[src/rtl/uart_rx_tagq_pkg.sv]
package uart_rx_tagq_pkg;

  localparam int RXQ_DATA_W = 8;

  typedef enum logic [1:0] {
    RX_IDLE  = 2'd0,
    RX_START = 2'd1,
    RX_RUN   = 2'd2
  } rx_state_e;

  // Queue entry, MSB first: overrun, break, parity, framing, data.
  typedef struct packed {
    logic                  ovr;
    logic                  brk;
    logic                  par_err;
    logic                  frm_err;
    logic [RXQ_DATA_W-1:0] data;
  } rx_entry_t;

  localparam int RXQ_ENTRY_W = $bits(rx_entry_t);

endpackage

[src/rtl/rxq_sync.sv]
module rxq_sync #(
  parameter int STAGES = 2
) (
  input  logic clk,
  input  logic rst,
  input  logic din,
  output logic dout
);
  logic [STAGES-1:0] chain;

  // Resets to the idle (marking) level.
  always_ff @(posedge clk) begin
    if (rst) chain <= '1;
    else     chain <= {chain[STAGES-2:0], din};
  end

  assign dout = chain[STAGES-1];
endmodule

[src/rtl/rxq_vote3.sv]
module rxq_vote3 (
  input  logic clk,
  input  logic rst,
  input  logic os_tick,
  input  logic req,
  input  logic din,
  output logic done,
  output logic bit_o
);
  logic [1:0] hist;
  logic [1:0] wait_cnt;

  // hist keeps the last two oversample readings. A request arms a count of two
  // oversample ticks; on the second one the two stored readings and the live
  // one form three consecutive samples centred on the first tick after req.
  always_ff @(posedge clk) begin
    if (rst) begin
      hist     <= 2'b11;
      wait_cnt <= 2'd0;
      done     <= 1'b0;
      bit_o    <= 1'b1;
    end else begin
      done <= 1'b0;
      if (os_tick) hist <= {hist[0], din};
      if (req) begin
        wait_cnt <= 2'd2;
      end else if (os_tick && wait_cnt != 2'd0) begin
        wait_cnt <= wait_cnt - 2'd1;
        if (wait_cnt == 2'd1) begin
          done  <= 1'b1;
          bit_o <= (hist[1] & hist[0]) | (hist[1] & din) | (hist[0] & din);
        end
      end
    end
  end
endmodule

[src/rtl/rxq_deframer.sv]
module rxq_deframer
  import uart_rx_tagq_pkg::*;
(
  input  logic                  clk,
  input  logic                  rst,
  input  logic                  rxd_s,
  input  logic                  baud_tick,
  input  logic [1:0]            cfg_len,
  input  logic                  cfg_par_en,
  input  logic                  cfg_par_odd,
  input  logic                  vote_done,
  input  logic                  vote_bit,
  output logic                  samp_req,
  output logic                  chr_valid,
  output logic [RXQ_DATA_W-1:0] chr_data,
  output logic                  chr_fe,
  output logic                  chr_pe,
  output logic                  chr_brk
);
  localparam int POS_W = 4;
  localparam int IDX_W = $clog2(RXQ_DATA_W);

  rx_state_e             state;
  logic                  rxd_d;
  logic                  phase;
  logic [POS_W-1:0]      pos;
  logic [1:0]            len_q;
  logic                  par_en_q;
  logic                  par_odd_q;
  logic                  par_bit;
  logic [RXQ_DATA_W-1:0] data;

  logic [POS_W-1:0] n_data;
  logic [POS_W-1:0] par_pos;
  logic [POS_W-1:0] bidx;

  assign n_data  = POS_W'(5) + POS_W'(len_q);
  assign par_pos = n_data + POS_W'(1);
  assign bidx    = pos - POS_W'(1);

  always_ff @(posedge clk) begin
    if (rst) begin
      state     <= RX_IDLE;
      rxd_d     <= 1'b1;
      phase     <= 1'b0;
      pos       <= '0;
      len_q     <= '0;
      par_en_q  <= 1'b0;
      par_odd_q <= 1'b0;
      par_bit   <= 1'b0;
      data      <= '0;
      samp_req  <= 1'b0;
      chr_valid <= 1'b0;
      chr_data  <= '0;
      chr_fe    <= 1'b0;
      chr_pe    <= 1'b0;
      chr_brk   <= 1'b0;
    end else begin
      samp_req  <= 1'b0;
      chr_valid <= 1'b0;
      rxd_d     <= rxd_s;
      unique case (state)
        RX_IDLE: begin
          if (rxd_d && !rxd_s) begin
            state     <= RX_START;
            pos       <= '0;
            data      <= '0;
            par_bit   <= 1'b0;
            len_q     <= cfg_len;
            par_en_q  <= cfg_par_en;
            par_odd_q <= cfg_par_odd;
          end
        end
        RX_START: begin
          // first baud enable after the edge: half a bit in
          if (baud_tick) begin
            samp_req <= 1'b1;
            phase    <= 1'b0;
            state    <= RX_RUN;
          end
        end
        RX_RUN: begin
          if (baud_tick) begin
            phase <= ~phase;
            if (phase) samp_req <= 1'b1;
          end
          if (vote_done) begin
            pos <= pos + POS_W'(1);
            if (pos == '0) begin
              if (vote_bit) state <= RX_IDLE;  // false start
            end else if (pos <= n_data) begin
              data[bidx[IDX_W-1:0]] <= vote_bit;
            end else if (par_en_q && pos == par_pos) begin
              par_bit <= vote_bit;
            end else begin
              chr_valid <= 1'b1;
              chr_data  <= data;
              chr_fe    <= ~vote_bit;
              chr_pe    <= par_en_q & ((^data) ^ par_bit ^ par_odd_q);
              chr_brk   <= ~vote_bit & (data == '0) & ~(par_en_q & par_bit);
              state     <= RX_IDLE;
            end
          end
        end
        default: state <= RX_IDLE;
      endcase
    end
  end
endmodule

[src/rtl/rxq_fifo.sv]
module rxq_fifo #(
  parameter int WIDTH  = 12,
  parameter int ADDR_W = 4
) (
  input  logic             clk,
  input  logic             rst,
  input  logic             wr_en,
  input  logic [WIDTH-1:0] wr_data,
  input  logic             rd_en,
  output logic [WIDTH-1:0] rd_data,
  output logic             empty,
  output logic             full
);
  localparam int DEPTH = 1 << ADDR_W;

  logic [WIDTH-1:0]  mem [DEPTH];
  logic [ADDR_W-1:0] wp;
  logic [ADDR_W-1:0] rp;
  logic [ADDR_W:0]   cnt;
  logic [ADDR_W:0]   cnt_nx;
  logic              do_wr;
  logic              do_rd;

  assign do_wr = wr_en & ~full;
  assign do_rd = rd_en & ~empty;

  always_comb begin
    cnt_nx = cnt;
    if (do_wr && !do_rd)      cnt_nx = cnt + (ADDR_W+1)'(1);
    else if (do_rd && !do_wr) cnt_nx = cnt - (ADDR_W+1)'(1);
  end

  // Storage and read register without reset so block RAM can be inferred.
  always_ff @(posedge clk) begin
    if (do_wr) mem[wp] <= wr_data;
  end

  always_ff @(posedge clk) begin
    if (do_rd) rd_data <= mem[rp];
  end

  always_ff @(posedge clk) begin
    if (rst) begin
      wp    <= '0;
      rp    <= '0;
      cnt   <= '0;
      empty <= 1'b1;
      full  <= 1'b0;
    end else begin
      if (do_wr) wp <= wp + ADDR_W'(1);
      if (do_rd) rp <= rp + ADDR_W'(1);
      cnt   <= cnt_nx;
      empty <= (cnt_nx == '0);
      full  <= (cnt_nx == (ADDR_W+1)'(DEPTH));
    end
  end
endmodule

[src/rtl/uart_rx_tagq.sv]
module uart_rx_tagq
  import uart_rx_tagq_pkg::*;
#(
  parameter int FIFO_AW     = 4,
  parameter int SYNC_STAGES = 2
) (
  input  logic                   clk,
  input  logic                   rst,
  input  logic                   rxd,
  input  logic                   baud_tick,
  input  logic                   os_tick,
  input  logic [1:0]             cfg_len,
  input  logic                   cfg_par_en,
  input  logic                   cfg_par_odd,
  input  logic                   rd_en,
  output logic [RXQ_ENTRY_W-1:0] rd_data,
  output logic                   empty,
  output logic                   full
);
  logic                  rxd_s;
  logic                  samp_req;
  logic                  vote_done;
  logic                  vote_bit;
  logic                  chr_valid;
  logic [RXQ_DATA_W-1:0] chr_data;
  logic                  chr_fe;
  logic                  chr_pe;
  logic                  chr_brk;
  logic                  ovr_pend;
  logic                  push;
  rx_entry_t             entry;

  rxq_sync #(.STAGES(SYNC_STAGES)) u_sync (
    .clk (clk), .rst (rst), .din (rxd), .dout (rxd_s)
  );

  rxq_vote3 u_vote (
    .clk (clk), .rst (rst), .os_tick (os_tick), .req (samp_req),
    .din (rxd_s), .done (vote_done), .bit_o (vote_bit)
  );

  rxq_deframer u_deframe (
    .clk         (clk),
    .rst         (rst),
    .rxd_s       (rxd_s),
    .baud_tick   (baud_tick),
    .cfg_len     (cfg_len),
    .cfg_par_en  (cfg_par_en),
    .cfg_par_odd (cfg_par_odd),
    .vote_done   (vote_done),
    .vote_bit    (vote_bit),
    .samp_req    (samp_req),
    .chr_valid   (chr_valid),
    .chr_data    (chr_data),
    .chr_fe      (chr_fe),
    .chr_pe      (chr_pe),
    .chr_brk     (chr_brk)
  );

  // A full queue drops the character; the loss is flagged on the next store.
  assign push = chr_valid & ~full;

  always_ff @(posedge clk) begin
    if (rst)                   ovr_pend <= 1'b0;
    else if (chr_valid & full) ovr_pend <= 1'b1;
    else if (push)             ovr_pend <= 1'b0;
  end

  always_comb begin
    entry.ovr     = ovr_pend;
    entry.brk     = chr_brk;
    entry.par_err = chr_pe;
    entry.frm_err = chr_fe;
    entry.data    = chr_data;
  end

  rxq_fifo #(.WIDTH(RXQ_ENTRY_W), .ADDR_W(FIFO_AW)) u_fifo (
    .clk     (clk),
    .rst     (rst),
    .wr_en   (push),
    .wr_data (entry),
    .rd_en   (rd_en),
    .rd_data (rd_data),
    .empty   (empty),
    .full    (full)
  );
endmodule

[config.mk]
export PLATFORM = sky130hd
export DESIGN_NAME = uart_rx_tagq
export DESIGN_NICKNAME = d
export VERILOG_FILES = /design/src/rtl/uart_rx_tagq_pkg.sv /design/src/rtl/rxq_sync.sv /design/src/rtl/rxq_vote3.sv /design/src/rtl/rxq_deframer.sv /design/src/rtl/rxq_fifo.sv /design/src/rtl/uart_rx_tagq.sv
export SDC_FILE = /design/constraint.sdc
export NUM_CORES = 1
export LEC_CHECK = 0
export BUFFER_PORTS_ARGS = -buffer_cell sky130_fd_sc_hd__buf_2
export CORE_MARGIN = 2
export CORE_UTILIZATION = 45
export DETAILED_ROUTE_END_ITERATION = 10
export PLACE_DENSITY = 0.59
export SLEW_MARGIN = 20
export SYNTH_ARGS = -nofsm -noshare
export SYNTH_HDL_FRONTEND = slang
export SYNTH_SLANG_ARGS = --single-unit
[constraint.sdc]
create_clock -name clk -period 2.85 [get_ports clk]
set_input_delay 0.285 -clock clk [delete_from_list [all_inputs] [get_ports clk]]
set_output_delay 0.285 -clock clk [all_outputs]
set_load 0.005 [all_outputs]
==> results of run 1 <==
-- kinds of logic (layout without fill, tap and decap cells) --
family          Yosys count  after routing  synth area share [%]
flops                   262            262                  67.8
compound gates           62             62                  4.27
fa+ha+maj                24             24                  2.80
xor+xnor                 22             22                  2.00
mux                      72             72                  13.7
buf+inv                  59            134                  2.26
simple gates            160            160                  7.13
-- power by group through the flow --
stage | Sequential [uW] | Combinational, uW | Clock, uW
floorplan | 4290 | 744 | 0
global placement | 4350 | 942 | 0
detailed placement | 4360 | 965 | 0
CTS | 4280 | 975 | 3600
global route | 4290 | 1080 | 3750
finish | 4270 | 960 | 3520
-- per-stage QoR --
stage | instances | power, uW | worst slack [ps]
6_report | 1055 | 8760 | 213
5_1_grt | 1055 | 9120 | 90.8
4_1_cts | 1055 | 8850 | 123
3_5_place_dp | 1001 | 5320 | 144
3_3_place_gp | 1001 | 5290 | 252
2_1_floorplan | 661 | 5040 | 331
-- state kept, by name (all words and copies together), names as in the netlist, 2 cells and up --
name,cells
u_fifo.mem,192
u_vote.hist,2
u_fifo.wp,4
u_vote.wait_cnt,2
u_sync.chain,2
u_deframe.len_q,2
u_fifo.rd_data,12
u_deframe.data,8
u_fifo.cnt,5
u_deframe.pos,4
u_deframe.chr_data,8
u_deframe.state,2
u_fifo.rp,4
-- worst max-delay path: cells and delay by family, from the launching register on --
family | cells | cell delay [ps]
AO/OA/AOI/OAI | 3 | 900
adder cells (fa/ha/maj) | 2 | 640
buffers and inverters | 1 | 70
flip-flops | 1 | 380
AND/OR/NAND/NOR | 2 | 520
-- timing repair --
item                                    4_1_cts  5_1_grt
resized for setup                             0        1
endpoints found under the setup margin        0        5
hold buffers                                  5        0
endpoints found under the hold margin         5        0
-- how the worst min path moves through the flow --
stage                                           from                             to  slack (ps)  depth (start not counted)
final                                      baud_tick  u_deframe.samp_req$_SDFF_PP0_          20                          3
after global routing                       baud_tick  u_deframe.samp_req$_SDFF_PP0_          60                          3
after CTS                                  baud_tick  u_deframe.samp_req$_SDFF_PP0_         0.6                          3
after detailed placement  u_sync.chain[0]$_SDFF_PP1_     u_sync.chain[1]$_SDFF_PP1_         400                          1
after global placement    u_sync.chain[0]$_SDFF_PP1_     u_sync.chain[1]$_SDFF_PP1_         400                          1
after floorplan                                  rxd     u_sync.chain[0]$_SDFF_PP1_         390                          1
-- per-layer routing --
metal	wire length [um]	up-vias	global-route usage (%)
li1	-	2683	-
met1	8970	2952	23.2
met2	11300	117	32.9
met3	1070	22	2.45
met4	255	0	4.16
met5	0	-	0
-- final cells by class --
class                           instances  area (sq um)  share of cell area [%]
Clock buffer                           39           808                    6.54
Clock inverter                         10           104                   0.840
Inverter                               28           105                   0.850
Multi-Input combinational cell        340          3230                    26.2
Sequential cell                       262          7290                    59.0
Tap cell                              319           399                    3.23
Timing Repair Buffer                   57           420                    3.40
-- cell usage after synthesis, types with 6 or more instances --
| library cell | instances | area, sq um |
|---|---|---|
| o21ai_0 | 11 | 55.1 |
| nor3_1 | 14 | 70.1 |
| inv_1 | 26 | 97.6 |
| a21oi_1 | 10 | 50.1 |
| nor4_1 | 9 | 56.3 |
| clkbuf_1 | 20 | 75.1 |
| xnor2_1 | 10 | 87.6 |
| ha_1 | 24 | 300 |
| xor2_1 | 10 | 87.6 |
| a31o_1 | 8 | 70.1 |
| nand2b_1 | 9 | 56.3 |
| nor2_1 | 56 | 210 |
| mux4_2 | 60 | 1350 |
| mux2i_1 | 11 | 110 |
| o32ai_1 | 6 | 52.6 |
| dfxtp_1 | 58 | 1160 |
| nand2_1 | 40 | 150 |
| edfxtp_1 | 204 | 6130 |
-- cell usage in the layout, fill, tap and decap left out, types with 4 or more instances in the layout --
cell type / n
a21oi_1: 10
a31o_1: 8
buf_2: 23
buf_4: 26
clkbuf_16: 29
clkbuf_4: 4
clkinv_2: 4
dfxtp_1: 55
dlygate4sd3_1: 5
edfxtp_1: 204
ha_1: 24
inv_1: 26
mux2i_1: 11
mux4_2: 60
nand2_1: 40
nand2b_1: 9
nand3_1: 5
nand4_1: 5
nor2_1: 56
nor3_1: 10
nor3_2: 4
nor4_1: 9
o21ai_0: 11
o32ai_1: 6
or2_2: 4
or4_1: 5
xnor2_1: 10
xor2_1: 10
==> reports/metrics.cfg, run 1 <==
[logic_synthesis]
synth_warnings = 0
async_reset_ff_share_pct = 0
ys.flop_type = edfxtp_1
synth_edf_count = 204
synth_seq_cells = 262
syn_nets = 695
synth_cells = 661
syn-mean-instance-area_sq_um = 16.3
ys_types = 60
yosysSeqAreaShare_pct = 67.8
syn_area_sq_um = 10700

[setup_path]
rr_worst_depth = 8
cp-start-kind = flop
critPathMaxFanout = 17
critical_path_arrival_ps = 3050
endpoint = u_deframe.chr_data[5]$_SDFFE_PP0P_
startpoint = u_deframe.len_q[0]$_SDFFE_PP0P_
reg2reg_to = u_deframe.chr_data[5]$_SDFFE_PP0P_
regToRegSetupSlack_ps = 210
worst_path_most_repeated_cell = ha_1
crit_path_max_incr_delay_ps = 460
cpMaxStageDelayCell = or3_4
path_class = flop to flop
rr_startpoint = u_deframe.len_q[0]$_SDFFE_PP0P_
crit_chain = inv_1 -> ha_1 -> ha_1 -> nand2b_1 -> a211o_1 -> a22o_4 -> or3_4 -> a31o_1
cp_data_required_time_ps = 3270
crit_path_end_kind = flop

[sta]
finalCriticalPeriod_ps = 2640
fin_crit_sh_pct = 92.5
worst_slew_pin_slew_ps = 940
slew_headroom_pct = 37.3
hold_ws_ps = 23.0
max_freq_mhz = 379
setup_viol = 0
tns_ps = 0
hold_viol = 0
rsz0062_at_grt = no
maxSlewViolCount = 0
skew_ps = 17.4

[worst_hold_path]
holdCritPathClass = input pin to flop

[power]
ir_drop_v = 0.000453
switching_share_pct = 22.6
p_int_uw = 6780
seqPwrFrac_pct = 48.8
clock_power_share_pct = 40.3
p_leak_uw = 0.00379
p_comb_share_pct = 11.0
switchingPower_uw = 1980
cellPowerDensity_nw_per_um2 = 708

[clock_network]
post_cts_buffers = 0
cts_tree = done
numCtsBuffers = 27
clock_latency_ps = 530
clkSinkCount = 262
cts_max_level = 1
clk_pin_slew_ps = 60
cts-root-buf = clkbuf_16
cts_buffer_depth = 3

[floorplanning]
io_pins = 24
core_area_sq_um = 23500
rows = 56
start_util_pct = 45.8
die_w_um = 159
die_area_sq_um = 25100
die_h_um = 159

[global_routing]
grt_pass1_vias = 6061
grt_max_degree = 44
grt_pass1_wl_um = 34100
grt_antenna_before_repair = 0
grt_overflow_total = 0
grt_util_all_layers_pct = 18.1

[detailed_routing]
wl_um = 21600
drt-pass1-iter-count = 4
dr_total_vias = 5774
drc = 0
drtIter0Drc = 362
avgViaCountPerCell = 5.47
ant_nets = 0
wl_per_cell_um = 20.5

[layout]
drive_above_1_share_pct = 23.8
design_area_sq_um = 12400
syn2layout_area_growth_pct = 15.1
final_util_pct = 52.7
antenna_cells = 0
fin_nets = 750
nFillCells = 1903

[placement]
dpl_cell_area_sq_um = 11400
numPortBuffers = 23
gp_routability_congestion = 0.849
hpwl_um = 13400

[run]
maxCapViolCount = 0

[outcome]
outcome = finished, final reports clean

No activity file was read; power rests on OpenSTA's default activity.
==> run 2: changes to the inputs <==
==> constraint.sdc (replaced) <==
create_clock -name clk -period 2.85 [get_ports clk]
set_input_delay 0.57 -clock clk [delete_from_list [all_inputs] [get_ports clk]]
set_output_delay 0.57 -clock clk [all_outputs]
set_load 0.005 [all_outputs]
==> run 2 against run 1 <==
Via count shrank 0.50%. Die area stayed put. Combinational power increased by 2.4%. Critical path type unchanged. Global-route usage barely moved.
==> reports/metrics.cfg, run 2 (synthesis gave the netlist of run 1 again) <==
[setup_path]
startpoint = u_deframe.len_q[0]$_SDFFE_PP0P_  ; unchanged
cpMaxStageDelayCell = or3_4  ; unchanged
crit_path_max_incr_delay_ps = 470  ; was 460 ps
crit_chain = inv_1 -> ha_1 -> ha_1 -> nand2b_1 -> a211o_1 -> a22o_4 -> or3_4 -> a31o_1  ; unchanged
path_depth = 8  ; unchanged
endpoint = u_deframe.chr_data[7]$_SDFFE_PP0P_  ; was u_deframe.chr_data[5]$_SDFFE_PP0P_
worst-path-buf-inv = 1  ; unchanged
regToRegSetupSlack_ps = 170  ; was 210 ps
path_class = flop to flop  ; unchanged
worst_path_most_repeated_cell = ha_1  ; unchanged
crit_path_end_kind = flop  ; unchanged
reg2reg_to = u_deframe.chr_data[7]$_SDFFE_PP0P_  ; was u_deframe.chr_data[5]$_SDFFE_PP0P_
critPathTopFamily = compound AO/OA/AOI/OAI gates  ; unchanged
rr_worst_depth = 8  ; unchanged
critical_path_arrival_ps = 3110  ; was 3050 ps
rr_startpoint = u_deframe.len_q[0]$_SDFFE_PP0P_  ; unchanged
critPathMaxFanout = 17  ; unchanged
cp_data_required_time_ps = 3280  ; was 3270 ps
cp-start-kind = flop  ; unchanged

[layout]
final-seq-area_sq_um = 7290  ; about the same
final_common_cell = edfxtp_1  ; unchanged
multi_input_area_sq_um = 3230  ; unchanged
largestRegisters = u_fifo.mem (192), u_fifo.rd_data (12)  ; unchanged
final_cells = 1053  ; was 1055
drive_above_1_share_pct = 23.2  ; was 23.8%
largest_reg_flops = 192  ; unchanged
nFillCells = 1924  ; was 1903
final_util_pct = 52.3  ; was 52.7%
design_area_sq_um = 12300  ; was 12400 sq um
fin_nets = 746  ; was 750
layout_common_cells = edfxtp_1, mux4_2, nor2_1, dfxtp_1, nand2_1  ; was edfxtp_1, mux4_2, nor2_1
antenna_cells = 0  ; unchanged
syn2layout_area_growth_pct = 14.2  ; was 15.1%
top_register = u_fifo.mem  ; unchanged

[sta]
finalCriticalPeriod_ps = 2680  ; was 2640 ps
fin_crit_sh_pct = 94.1  ; was 92.5%
worst_slew_pin_slew_ps = 627  ; was 940 ps
maxSlewViolCount = 0  ; unchanged
slew_headroom_pct = 58.2  ; was 37.3%
setup_viol = 0  ; unchanged
hold_ws_ps = 221  ; was 23.0 ps
rsz0062_at_grt = no  ; unchanged
max_freq_mhz = 373  ; was 379 MHz
hold_viol = 0  ; unchanged
skew_ps = 22.1  ; was 17.4 ps
tns_ps = 0  ; unchanged

[run]
maxCapViolCount = 0  ; unchanged

[floorplanning]
rows = 56  ; unchanged
die_area_sq_um = 25100  ; unchanged
die_h_um = 159  ; unchanged
io_pins = 24  ; unchanged
start_util_pct = 45.8  ; unchanged
core_area_sq_um = 23500  ; unchanged
die_w_um = 159  ; unchanged

[power]
p_comb_share_pct = 11.4  ; was 11.0%
clock_power_share_pct = 39.6  ; was 40.3%
p_int_uw = 6610  ; was 6780 uW
seqPwrFrac_pct = 49.0  ; was 48.8%
cellPowerDensity_nw_per_um2 = 705  ; was 708 nW/um^2
switching_share_pct = 23.5  ; was 22.6%
p_leak_uw = 0.00374  ; was 0.00379 uW
ir_drop_v = 0.000468  ; was 0.000453 V
switchingPower_uw = 2040  ; was 1980 uW

[detailed_routing]
dr_total_vias = 5745  ; was 5774
met3_length_um = 848  ; was 1070 um
dr_wl_met2_um = 11200  ; was 11300 um
drtIter0Drc = 328  ; was 362
wl_per_cell_um = 20.7  ; was 20.5 um
top_layer = met4  ; unchanged
met1_length_um = 9190  ; was 8970 um
ant_nets = 0  ; unchanged
drt-pass1-iter-count = 4  ; unchanged
avgViaCountPerCell = 5.46  ; was 5.47
drc = 0  ; unchanged
wl_um = 21800  ; was 21600 um

[clock_network]
cts_buffer_depth = 3  ; unchanged
cts-root-buf = clkbuf_16  ; unchanged
clock_latency_ps = 550  ; was 530 ps
post_cts_buffers = 0  ; unchanged
clk_pin_slew_ps = 60  ; about the same
cts_hold_buf = 0  ; was 5
cts_tree = done  ; unchanged
numCtsBuffers = 28  ; was 27
clkSinkCount = 262  ; unchanged
cts_max_level = 1  ; unchanged
post_cts_resize_count = 0  ; unchanged

[global_routing]
grt_max_degree = 44  ; unchanged
grt_overflow_total = 0  ; unchanged
grt_pass1_wl_um = 34000  ; was 34100 um
grt_util_all_layers_pct = 18.1  ; about the same
grt_antenna_before_repair = 0  ; unchanged
grt_pass1_vias = 6043  ; was 6061

[placement]
dp.cells = 1001  ; unchanged
dpl_cell_area_sq_um = 11400  ; about the same
hpwl_um = 13400  ; about the same
numPortBuffers = 23  ; unchanged
gp_routability_congestion = 0.875  ; was 0.849

[outcome]
outcome = finished, final reports clean  ; unchanged

[worst_hold_path]
holdCritPathClass = input pin to flop  ; unchanged

## run 2: cell count changes in the layout (fill, tap and decap cells not counted), moves of 2 or more
cell / delta
clkbuf_4: -4
dlygate4sd3_1: -5
clkinv_1: -2
clkbuf_1: +9
clkinv_2: +3
## run 2: cell type report
cell class | instances | share of cell area (%)
tap | 319 | 3.25
inverter | 28 | 0.857
clock buffer | 43 | 6.41
multi-input combinational | 340 | 26.4
timing repair buffer | 52 | 2.92
clock inverter | 9 | 0.775
sequential | 262 | 59.4
## run 2: worst min path at each step
| stage | depth (start not counted) | slack [ps] | end | start |
|---|---|---|---|---|
| finish | 2 | 220 | u_sync.chain[0]$_SDFF_PP1_ | rxd |
| global placement | 1 | 400 | u_sync.chain[1]$_SDFF_PP1_ | u_sync.chain[0]$_SDFF_PP1_ |
| global route | 2 | 200 | u_sync.chain[0]$_SDFF_PP1_ | rxd |
| detailed placement | 1 | 400 | u_sync.chain[1]$_SDFF_PP1_ | u_sync.chain[0]$_SDFF_PP1_ |
| CTS | 2 | 200 | u_sync.chain[0]$_SDFF_PP1_ | rxd |
| floorplan | 1 | 390 | u_sync.chain[1]$_SDFF_PP1_ | u_sync.chain[0]$_SDFF_PP1_ |
## run 2: power by group through the flow
stage	Clock (uW)	Combinational, uW	Sequential [uW]
global placement	0	963	4310
floorplan	0	744	4290
CTS	3490	1000	4240
finish	3430	983	4240
global route	3650	1100	4250
detailed placement	0	993	4320
## run 2: layer usage
| metal | global-route usage (%) | vias to the layer above |
|---|---|---|
| met5 | 0 | - |
| met4 | 4.59 | 0 |
| met3 | 2.78 | 33 |
| met2 | 32.3 | 115 |
| met1 | 23.3 | 2934 |
| li1 | - | 2663 |
## run 2: per-stage QoR
stage | power (uW) | setup slack (ps)
2_1_floorplan | 5040 | 331
3_3_place_gp | 5270 | 249
3_5_place_dp | 5310 | 187
4_1_cts | 8730 | 161
5_1_grt | 9000 | 35.2
6_report | 8650 | 168
## run 2: worst reg2reg max path, delay by kind of cell (launching register included)
family,cells,cell delay [ps]
DFF,1,410
and+or+nand+nor,2,530
buffers and inverters,1,90
adders and majority gates,2,640
AOI/OAI and AO/OA,3,900
==> run 3: changes to the inputs <==
ABC_AREA = 1   (was default)
CORE_MARGIN = 8   (was 2)
PLACE_DENSITY = 0.58   (was 0.59)
==> run 3 against run 2 <==
Utilization down 0.64 points. Clock power up 2%. Power up 8.3%. Setup slack better by 410 ps. Global-route usage down 1.4 points. Worst hold slack worse by 3.4 ps. Critical path depth up 2. First-iteration DRC count up 54%. Die area up 18%. Critical endpoint is now u_deframe.chr_pe$_SDFFE_PP0P_. Highest routed layer unchanged.
==> reports/metrics.cfg, run 3 <==
[floorplanning]
die_w_um = 173  ; was 159 um
core_area_sq_um = 24200  ; was 23500 sq um
io_pins = 24  ; unchanged
start_util_pct = 45.6  ; was 45.8%
die_area_sq_um = 29800  ; was 25100 sq um
rows = 57  ; was 56
die_h_um = 173  ; was 159 um

[detailed_routing]
drtIter0Drc = 505  ; was 328
ant_nets = 0  ; unchanged
wl_um = 25300  ; was 21800 um
drt-pass1-iter-count = 6  ; was 4
drc = 0  ; unchanged
dr_total_vias = 7353  ; was 5745
wl_per_cell_um = 18.4  ; was 20.7 um
avgViaCountPerCell = 5.34  ; was 5.46

[placement]
dp.cells = 1327  ; was 1001
gp_routability_congestion = 0.797  ; was 0.875
hpwl_um = 15200  ; was 13400 um
dp_slack_ps = 603  ; was 187 ps
numPortBuffers = 23  ; unchanged

[logic_synthesis]
synth_area_leaders = edfxtp_1, dfxtp_1, o21ai_0  ; was edfxtp_1, mux4_2, dfxtp_1
async_reset_ff_share_pct = 0  ; unchanged
ys.flop_type = edfxtp_1  ; unchanged
ys_types = 42  ; was 60
syn_nets = 1032  ; was 695
synth_warnings = 0  ; unchanged
yosysSeqAreaShare_pct = 66.1  ; was 67.8%
post-synth-top-area-cell = edfxtp_1  ; unchanged
syn-mean-instance-area_sq_um = 11.0  ; was 16.3 sq um
syn_area_sq_um = 11000  ; was 10700 sq um
synth_most_common_cell = edfxtp_1  ; unchanged
synth_edf_count = 204  ; unchanged
synth_top_cell_area_share_pct = 55.6  ; was 57.0%
synth_common_cells = edfxtp_1, nor2_1, nand2_1  ; was edfxtp_1, mux4_2, dfxtp_1
synth_seq_cells = 262  ; unchanged
synth_cells = 998  ; was 661

[layout]
antenna_cells = 0  ; unchanged
largest_reg_flops = 192  ; unchanged
syn2layout_area_growth_pct = 13.2  ; was 14.2%
nFillCells = 2116  ; was 1924
fin_nets = 1067  ; was 746
final_common_cell = edfxtp_1  ; unchanged
top_register = u_fifo.mem  ; unchanged
layout_common_cells = edfxtp_1, nor2_1, nand2_1  ; was edfxtp_1, mux4_2, nor2_1, dfxtp_1, nand2_1
final-seq-area_sq_um = 7290  ; about the same
drive_above_1_share_pct = 11.2  ; was 23.2%
multi_input_area_sq_um = 3220  ; was 3230 sq um
final_cells = 1376  ; was 1053
largestRegisters = u_fifo.mem (192), u_fifo.rd_data (12)  ; unchanged

[setup_path]
critical_path_arrival_ps = 2700  ; was 3110 ps
regToRegSetupSlack_ps = 570  ; was 170 ps
critPathMaxFanout = 13  ; was 17
crit_path_end_kind = flop  ; unchanged
cp_data_required_time_ps = 3280  ; about the same
cp-start-kind = flop  ; unchanged
path_class = flop to flop  ; unchanged

[clock_network]
post_cts_resize_count = 0  ; unchanged
clock_latency_ps = 540  ; was 550 ps
cts_max_level = 1  ; unchanged
cts_tree = done  ; unchanged
clk_pin_slew_ps = 60  ; about the same
cts-root-buf = clkbuf_16  ; unchanged
clkSinkCount = 262  ; unchanged
post_cts_buffers = 0  ; unchanged
cts_hold_buf = 0  ; unchanged
numCtsBuffers = 28  ; unchanged
cts_buffer_depth = 3  ; unchanged

[global_routing]
grt_antenna_before_repair = 0  ; unchanged
grt_pass1_vias = 7133  ; was 6043
grt_overflow_total = 0  ; unchanged
grt_pass1_wl_um = 40200  ; was 34000 um
grt_util_all_layers_pct = 16.7  ; was 18.1%
grt_max_degree = 99  ; was 44

[sta]
skew_ps = 10.3  ; was 22.1 ps
tns_ps = 0  ; unchanged
fin_crit_sh_pct = 79.9  ; was 94.1%
maxSlewViolCount = 0  ; unchanged
hold_viol = 0  ; unchanged
worst_slew_pin_slew_ps = 677  ; was 627 ps
setup_viol = 0  ; unchanged
timing.final.ws_setup_ps = 574  ; was 168 ps
max_freq_mhz = 439  ; was 373 MHz
hold_ws_ps = 218  ; was 221 ps
slew_headroom_pct = 54.8  ; was 58.2%
rsz0062_at_grt = no  ; unchanged
finalCriticalPeriod_ps = 2280  ; was 2680 ps

[power]
clock_power_share_pct = 37.4  ; was 39.6%
cellPowerDensity_nw_per_um2 = 750  ; was 705 nW/um^2
p_leak_uw = 0.00446  ; was 0.00374 uW
p_int_uw = 6800  ; was 6610 uW
switchingPower_uw = 2560  ; was 2040 uW
finalPower_uw = 9360  ; was 8650 uW
seqPwrFrac_pct = 45.9  ; was 49.0%
switching_share_pct = 27.4  ; was 23.5%
p_comb_share_pct = 16.8  ; was 11.4%
ir_drop_v = 0.000412  ; was 0.000468 V

[worst_hold_path]
holdCritPathClass = input pin to flop  ; unchanged

[outcome]
outcome = finished, final reports clean  ; unchanged

[run]
maxCapViolCount = 0  ; unchanged

-- run 3: worst max-delay path: stages, from the launching register on --
cell	delay (ps)
dfxtp_1	370
inv_1	120
ha_1	350
ha_1	310
nand2_1	60
nand2_1	60
nand3_1	130
a21oi_2	230
nand3_2	270
o21bai_1	220
nor2_1	50
-- run 3: layer usage --
layer | GRT usage [%] | vias to the layer above | part of all wire [%]
met2 | 27.9 | 141 | 48
li1 | - | 3623 | -
met1 | 22.7 | 3550 | 46
met3 | 2.43 | 39 | 4.0
met4 | 3.91 | 0 | 1.8
met5 | 0 | - | 0
-- run 3: final cells by class --
class                      instances  area share (%)
tap                              324            3.25
clock inverter                    14            1.25
sequential                       262            58.4
multi-input combinational        610            25.8
inverter                          76            2.32
timing repair buffer              55            3.15
clock buffer                      35            5.82
-- run 3: cell families (layout without fill, tap and decap cells) --
family | count (synthesis) | count (layout) | synth area share [%]
adder cells (fa/ha/maj) | 24 | 24 | 2.72
buffers and inverters | 126 | 180 | 4.68
XOR/XNOR | 3 | 3 | 0.238
AND/OR/NAND/NOR | 358 | 358 | 14.1
flip-flops | 262 | 262 | 66.1
AO/OA/AOI/OAI | 225 | 225 | 12.2
-- run 3: path summary, 6_finish.rpt --
path                                    to                             from  depth (start not counted)
min             u_sync.chain[0]$_SDFF_PP1_                              rxd                          2
max          u_deframe.chr_pe$_SDFFE_PP0P_  u_deframe.len_q[0]$_SDFFE_PP0P_                         10
min reg2reg     u_sync.chain[1]$_SDFF_PP1_       u_sync.chain[0]$_SDFF_PP1_                          1
max reg2reg  u_deframe.chr_pe$_SDFFE_PP0P_  u_deframe.len_q[0]$_SDFFE_PP0P_                         10
-- run 3: power groups by stage --
stage / clock network, uW / logic [uW] / registers, uW
detailed placement: 0 / 1580 / 4380
finish: 3500 / 1570 / 4300
floorplan: 0 / 1170 / 4360
global route: 3720 / 1810 / 4310
global placement: 0 / 1570 / 4370
CTS: 3570 / 1590 / 4300
-- run 3: metrics by stage --
| step | cell area [sq um] | utilization (%) |
|---|---|---|
| finish | 12500 | 51.6 |
| global route | 12500 | 51.6 |
| CTS | 12500 | 51.6 |
| detailed placement | 11600 | 48.0 |
| global placement | 11600 | 48.0 |
| floorplan | 11000 | - |
